### config.mk
export PLATFORM = sky130hd
export DESIGN_NAME = ind_resolve_stage
export DESIGN_NICKNAME = d
export VERILOG_FILES = /design/src/rtl/ind_resolve_pkg.sv /design/src/rtl/ind_resolve_ctrl.sv /design/src/rtl/ind_store_fmt.sv /design/src/rtl/ind_resolve_stage.sv
export SDC_FILE = /design/constraint.sdc
export NUM_CORES = 1
export LEC_CHECK = 0
export ABC_AREA = 1
export BUFFER_PORTS_ARGS = -buffer_cell sky130_fd_sc_hd__buf_2
export CORE_MARGIN = 8
export CORE_UTILIZATION = 37
export CTS_CLUSTER_DIAMETER = 60
export DETAILED_ROUTE_END_ITERATION = 16
export PLACE_DENSITY = 0.73
export SKIP_CTS_REPAIR_TIMING = 1
export SLEW_MARGIN = 5
export SYNTH_ARGS = -nofsm -noshare
export SYNTH_HDL_FRONTEND = slang
export SYNTH_SLANG_ARGS = --single-unit
export TNS_END_PERCENT = 100
### constraint.sdc
create_clock -name clk -period 1.45 [get_ports clk]
set_clock_uncertainty 0.15 [all_clocks]
set_input_delay 0.29 -clock clk [delete_from_list [all_inputs] [get_ports clk]]
set_output_delay 0.29 -clock clk [all_outputs]
set_load 0.01 [all_outputs]
### src/rtl/ind_resolve_pkg.sv
package ind_resolve_pkg;
    typedef enum logic [1:0] {
        ST_EMPTY   = 2'd0,
        ST_RESOLVE = 2'd1,
        ST_SEND    = 2'd2
    } ind_state_e;
endpackage

### src/rtl/ind_resolve_ctrl.sv
module ind_resolve_ctrl
    import ind_resolve_pkg::*;
(
    input  logic clk,
    input  logic rst_n,
    input  logic in_valid,
    input  logic in_ind,
    input  logic hold_inc,
    input  logic dc_hit,
    input  logic st_ready,
    input  logic out_ready,
    output logic in_ready,
    output logic fill_req,
    output logic st_req,
    output logic resolve_done,
    output logic out_valid
);
    ind_state_e state_q, state_d;

    always_ff @(posedge clk) begin
        if (!rst_n) state_q <= ST_EMPTY;
        else        state_q <= state_d;
    end

    always_comb begin
        state_d      = state_q;
        in_ready     = 1'b0;
        fill_req     = 1'b0;
        st_req       = 1'b0;
        resolve_done = 1'b0;
        out_valid    = 1'b0;
        unique case (state_q)
            ST_EMPTY: begin
                in_ready = 1'b1;
                if (in_valid) state_d = in_ind ? ST_RESOLVE : ST_SEND;
            end
            ST_RESOLVE: begin
                if (!dc_hit) begin
                    fill_req = 1'b1;
                end else if (hold_inc) begin
                    st_req = 1'b1;
                    if (st_ready) begin
                        resolve_done = 1'b1;
                        state_d      = ST_SEND;
                    end
                end else begin
                    resolve_done = 1'b1;
                    state_d      = ST_SEND;
                end
            end
            ST_SEND: begin
                out_valid = 1'b1;
                if (out_ready) begin
                    in_ready = 1'b1;
                    if (in_valid) state_d = in_ind ? ST_RESOLVE : ST_SEND;
                    else          state_d = ST_EMPTY;
                end
            end
            default: state_d = ST_EMPTY;
        endcase
    end
endmodule

### src/rtl/ind_store_fmt.sv
module ind_store_fmt #(
    parameter int ADDR_W    = 15,
    parameter int WORD_W    = 12,
    parameter int LINE_LOG2 = 3,
    localparam int LINE_WORDS = 1 << LINE_LOG2,
    localparam int LINE_W     = ADDR_W - LINE_LOG2
) (
    input  logic [ADDR_W-1:0]     ptr_addr,
    input  logic [WORD_W-1:0]     word_in,
    input  logic                  do_inc,
    output logic [WORD_W-1:0]     word_out,
    output logic [LINE_W-1:0]     line,
    output logic [LINE_WORDS-1:0] mask
);
    logic [LINE_LOG2-1:0] offset;

    assign offset   = ptr_addr[LINE_LOG2-1:0];
    assign line     = ptr_addr[ADDR_W-1:LINE_LOG2];
    assign word_out = do_inc ? word_in + WORD_W'(1) : word_in;

    for (genvar g = 0; g < LINE_WORDS; g++) begin : g_mask
        assign mask[g] = (offset == LINE_LOG2'(g));
    end
endmodule

### src/rtl/ind_resolve_stage.sv
module ind_resolve_stage #(
    parameter int WORD_W    = 12,
    parameter int FIELD_W   = 3,
    parameter int LINE_LOG2 = 3,
    parameter int GEN_W     = 4,
    localparam int ADDR_W     = WORD_W + FIELD_W,
    localparam int LINE_WORDS = 1 << LINE_LOG2,
    localparam int LINE_W     = ADDR_W - LINE_LOG2
) (
    input  logic                  clk,
    input  logic                  rst_n,
    input  logic [GEN_W-1:0]      cur_gen,
    input  logic                  in_valid,
    output logic                  in_ready,
    input  logic                  in_ind,
    input  logic                  in_inc,
    input  logic [ADDR_W-1:0]     in_addr,
    input  logic [FIELD_W-1:0]    in_df,
    input  logic [GEN_W-1:0]      in_gen,
    output logic [ADDR_W-1:0]     dc_addr,
    input  logic                  dc_hit,
    input  logic [WORD_W-1:0]     dc_data,
    output logic                  fill_valid,
    input  logic                  fill_ready,
    output logic [LINE_W-1:0]     fill_line,
    output logic                  st_valid,
    input  logic                  st_ready,
    output logic [LINE_W-1:0]     st_line,
    output logic [LINE_WORDS-1:0] st_mask,
    output logic [WORD_W-1:0]     st_data,
    output logic                  upd_valid,
    output logic [ADDR_W-1:0]     upd_addr,
    output logic [WORD_W-1:0]     upd_data,
    output logic                  out_valid,
    input  logic                  out_ready,
    output logic [ADDR_W-1:0]     out_addr,
    output logic [GEN_W-1:0]      out_gen,
    output logic [GEN_W-1:0]      epoch
);
    logic                 accept, resolve_done, fill_req, st_req;
    logic                 hold_inc;
    logic [ADDR_W-1:0]    hold_addr, res_addr;
    logic [FIELD_W-1:0]   hold_df;
    logic [GEN_W-1:0]     hold_gen, epoch_q;
    logic [WORD_W-1:0]    new_word;
    logic [LINE_W-1:0]    line_w;

    ind_resolve_ctrl u_ctrl (
        .clk          (clk),
        .rst_n        (rst_n),
        .in_valid     (in_valid),
        .in_ind       (in_ind),
        .hold_inc     (hold_inc),
        .dc_hit       (dc_hit),
        .st_ready     (st_ready),
        .out_ready    (out_ready),
        .in_ready     (in_ready),
        .fill_req     (fill_req),
        .st_req       (st_req),
        .resolve_done (resolve_done),
        .out_valid    (out_valid)
    );

    ind_store_fmt #(
        .ADDR_W    (ADDR_W),
        .WORD_W    (WORD_W),
        .LINE_LOG2 (LINE_LOG2)
    ) u_fmt (
        .ptr_addr (hold_addr),
        .word_in  (dc_data),
        .do_inc   (hold_inc),
        .word_out (new_word),
        .line     (line_w),
        .mask     (st_mask)
    );

    assign accept = in_valid && in_ready;

    always_ff @(posedge clk) begin
        if (!rst_n) begin
            hold_inc  <= 1'b0;
            hold_addr <= '0;
            hold_df   <= '0;
            hold_gen  <= '0;
            res_addr  <= '0;
            epoch_q   <= '0;
        end else begin
            if (accept) begin
                hold_inc  <= in_ind && in_inc;
                hold_addr <= in_addr;
                hold_df   <= in_df;
                hold_gen  <= in_gen;
                res_addr  <= in_addr;
                if (in_gen != epoch_q && in_gen != cur_gen) epoch_q <= cur_gen;
            end else if (resolve_done) begin
                res_addr <= {hold_df, new_word};
            end
        end
    end

    assign dc_addr    = hold_addr;
    assign fill_valid = fill_req;
    assign fill_line  = line_w;
    assign st_valid   = st_req;
    assign st_line    = line_w;
    assign st_data    = new_word;
    assign upd_valid  = st_req && st_ready;
    assign upd_addr   = hold_addr;
    assign upd_data   = new_word;
    assign out_addr   = res_addr;
    assign out_gen    = hold_gen;
    assign epoch      = epoch_q;

    a_r4_fill_only_on_miss: assert property (@(posedge clk) disable iff (!rst_n)
        fill_valid |-> !dc_hit && !out_valid);
    a_r5_incremented_word: assert property (@(posedge clk) disable iff (!rst_n)
        upd_valid |-> upd_data == WORD_W'(dc_data + WORD_W'(1)));
    a_r6_store_stall_holds: assert property (@(posedge clk) disable iff (!rst_n)
        st_valid && !st_ready |=> !out_valid);
    a_r7_mask_onehot: assert property (@(posedge clk) disable iff (!rst_n)
        st_valid |-> $countones(st_mask) == 1);
    a_r8_update_with_store: assert property (@(posedge clk) disable iff (!rst_n)
        upd_valid |-> st_valid && upd_data == st_data);
    a_r10_epoch_adopt: assert property (@(posedge clk) disable iff (!rst_n)
        in_valid && in_ready && in_gen != epoch && in_gen != cur_gen |=> epoch == $past(cur_gen));
    a_r11_output_hold: assert property (@(posedge clk) disable iff (!rst_n)
        out_valid && !out_ready |=> out_valid && $stable(out_addr));
    a_r12_no_accept_while_blocked: assert property (@(posedge clk) disable iff (!rst_n)
        out_valid && !out_ready |-> !in_ready);
endmodule

==> out/results.tsv <==
stage	metric	value	unit
run_status	status	finished, violations left	
run_status	violations	negative setup slack	
route	via_per_inst	4.66	
place	port_buffers	159	
final_layout	final_area	4190	µm²
global_route	grt_overflow_total	0	
clock_network	cts_tree	done	
place	hpwl	6970	µm
clock_network	clkTransAtPathRegs	0.08	ns
logic_synthesis	yosysWarningCount	0	
logic_synthesis	syn-num-nets	449	
place	gp_congestion	0.818	
worst_setup_path	worst_path_dominant_cell_family	simple AND/OR/NAND/NOR gates	
worst_setup_path	crit_chain	nand2_4 -> nor2_4 -> nand2_2 -> o21bai_1 -> nand2_2 -> buf_2	
logic_synthesis	synthSimpleGateAreaFrac	0.278	
logic_synthesis	ys_ff_latch	44	
sta	rsz0062_at_grt	true	
sta	hold_viol_final	0	
min_path	holdPathStages	3	
route	drc_errors	0	
worst_setup_path	critPathLaunchType	flop	
sta	relSlewSlack	0.845	
final_layout	final_cells	661	
final_layout	final_common_cell	buf_2	
die	die_x	101	µm
logic_synthesis	yosysSeqAreaShare	0.328	
route	post_drt_wl_per_cell	14.3	µm
final_layout	syn_to_final_growth	55.9	%
clock_network	clock-root-buffer	clkbuf_8	
logic_synthesis	synthAdderAreaFrac	0.00465	
logic_synthesis	synth.area.mux_share	0	
die	io_pins	161	
final_layout	post-route-util	0.587	
worst_setup_path	critPathBufInv	1	
sta	setup_ws	-0.384	ns
logic_synthesis	syn_avg_cell_area	6.71	µm²
worst_setup_path	path_common_cell	nand2_2	
power	total_power	6.08	mW
clock_network	cts.sinks	44	
worst_setup_path	cpPeakStageDelay	0.38	ns
power	peakVddDrop	0.766	mV
clock_network	clock_latency	0.29	ns
logic_synthesis	synth_xor_area_frac	0.0163	
logic_synthesis	synth_edf_count	0	
sta	setup_tns	-8.19	ns
logic_synthesis	synth_compound_area_frac	0.129	
logic_synthesis	synthArstFlopShare	0	
worst_setup_path	crit_fanout	6	
clock_network	cts_buffers	5	
worst_setup_path	cp.depth	6	
die	initial_core_util	0.377	
sta	tightest_slew	0.232	ns
final_layout	fillers	682	
clock_network	clockBufferDepth	2	
route	drtPass1Iterations	4	
worst_setup_path	slowest_stage	dfxtp_4	
logic_synthesis	ys_types	28	
power	leakagePower	2.28	nW
final_layout	nNetsFinal	610	
worst_setup_path	critPathRequiredTime	1.01	ns
route	antenna_left	0	
place	place_inst	633	
global_route	globalRouteTotalUtil	0.157	
die	dieArea	10300	µm²
route	vias	3078	
sta	fin_crit_sh	1.26	
sta	fmax	545	MHz
logic_synthesis	synthCells	401	
sta	period_needed	1.83	ns
final_layout	n_antenna_cell	0	
sta	slew_viol_final	0	
die	core	7140	µm²
place	post-place-ws	-0.239	ns
logic_synthesis	synth_top_family_by_area	simple AND/OR/NAND/NOR gates	
clock_network	cts_htree_levels	2	
global_route	antenna_found_initial	1	
logic_synthesis	synth_area	2690	µm²
final_layout	layout-drive-gt1-share	0.564	
global_route	grt_pass1_wl	13100	µm
die	die_y	101	µm
worst_setup_path	cp.arrival	1.39	ns
route	wl	9460	µm
place	placed_area	3510	µm²
logic_synthesis	ys.flop_type	dfxtp_1	
worst_setup_path	end_kind	output port	
sta	finalSetupViolations	50	
die	rows	31	
power	pwr_density_cell	1450	nW/µm²
global_route	grt_max_degree	27	
min_path	hp-class	primary input to flop	
worst_setup_path	reg2regPathDepth	9	
sta	whs	0.0872	ns
job	max-cap-violations	0	
route	drtIter0Drc	109	
global_route	grt_pass1_vias	2892	
final_layout	final_cell_mix	buf_2, nand2_1, buf_4	
worst_setup_path	path_class	flop to output port	
## flip-flops by register name (all words and copies together), names as in the netlist
| signal | flops |
|---|---|
| out_addr | 15 |
| epoch | 4 |
| out_gen | 4 |
| hold_df | 3 |
| hold_inc | 1 |
| u_ctrl.state_q | 2 |
| dc_addr | 15 |
## metal layers
metal / GRT usage / routed length (µm) / share of wire / vias up
li1: - / - / - / 1545
met1: 0.150 / 3510 / 0.37 / 1405
met2: 0.298 / 4850 / 0.51 / 116
met3: 0.0756 / 999 / 0.11 / 10
met4: 0.0252 / 85 / 0.0090 / 2
met5: 0 / 11 / 0.0012 / -
## cells in the mapped netlist (3+ instances only)
| cell | number | area (µm²) |
|---|---|---|
| nand2_2 | 6 | 37.5 |
| o21ai_0 | 9 | 45.0 |
| o21ai_1 | 13 | 65.1 |
| nor3_1 | 10 | 50.1 |
| a31oi_1 | 7 | 43.8 |
| buf_4 | 55 | 413 |
| buf_2 | 3 | 15.0 |
| buf_6 | 3 | 33.8 |
| dfxtp_1 | 44 | 881 |
| nand2_1 | 111 | 417 |
| a21oi_1 | 34 | 170 |
| xor2_1 | 3 | 26.3 |
| nand4_1 | 8 | 50.1 |
| inv_1 | 46 | 173 |
| nand3_1 | 10 | 50.1 |
| nor2_1 | 20 | 75.1 |
| clkbuf_1 | 4 | 15.0 |
## cell families (layout without fill, tap and decap cells)
group	after synthesis	count (layout)
AND/OR/NAND/NOR	172	172
buffers and inverters	113	274
AO/OA/AOI/OAI	66	66
flip-flops	44	44
XOR/XNOR	5	5
adder cells (fa/ha/maj)	1	1
## final timing paths
| check | from | to | slack [ns] |
|---|---|---|---|
| worst min-delay path | in_df[0] | hold_df[0]$_SDFFE_PN0P_ | 0.09 |
| worst min register to register | hold_df[0]$_SDFFE_PN0P_ | hold_df[0]$_SDFFE_PN0P_ | 0.33 |
| worst max-delay path | hold_inc$_SDFFE_PN0P_ | st_data[9] | -0.38 |
| worst max register to register | hold_inc$_SDFFE_PN0P_ | out_addr[9]$_SDFFE_PN0P_ | -0.11 |
## report_power, final
group / total (mW) / switching (mW) / internal (mW)
logic: 3.52 / 1.88 / 1.64
clock network: 0.737 / 0.408 / 0.329
registers: 1.82 / 0.278 / 1.55
## final cells by class
type	count	area (µm²)	share of cell area
Sequential cell	44	905	0.216
Clock buffer	6	72.6	0.0173
Timing Repair Buffer	219	1430	0.342
Multi-Input combinational cell	244	1450	0.346
Inverter	48	203	0.0483
Tap cell	99	124	0.0295
Clock inverter	1	5.00	0.00119
## worst reg2reg max path: cells and delay by family, from the launching register on
kind,cells,cell delay [ns]
flip-flops,1,0.38
buffers and inverters,2,0.26
AO/OA/AOI/OAI,2,0.21
AND/OR/NAND/NOR,5,0.45
Note: power is estimated with default switching activity, not from simulation.
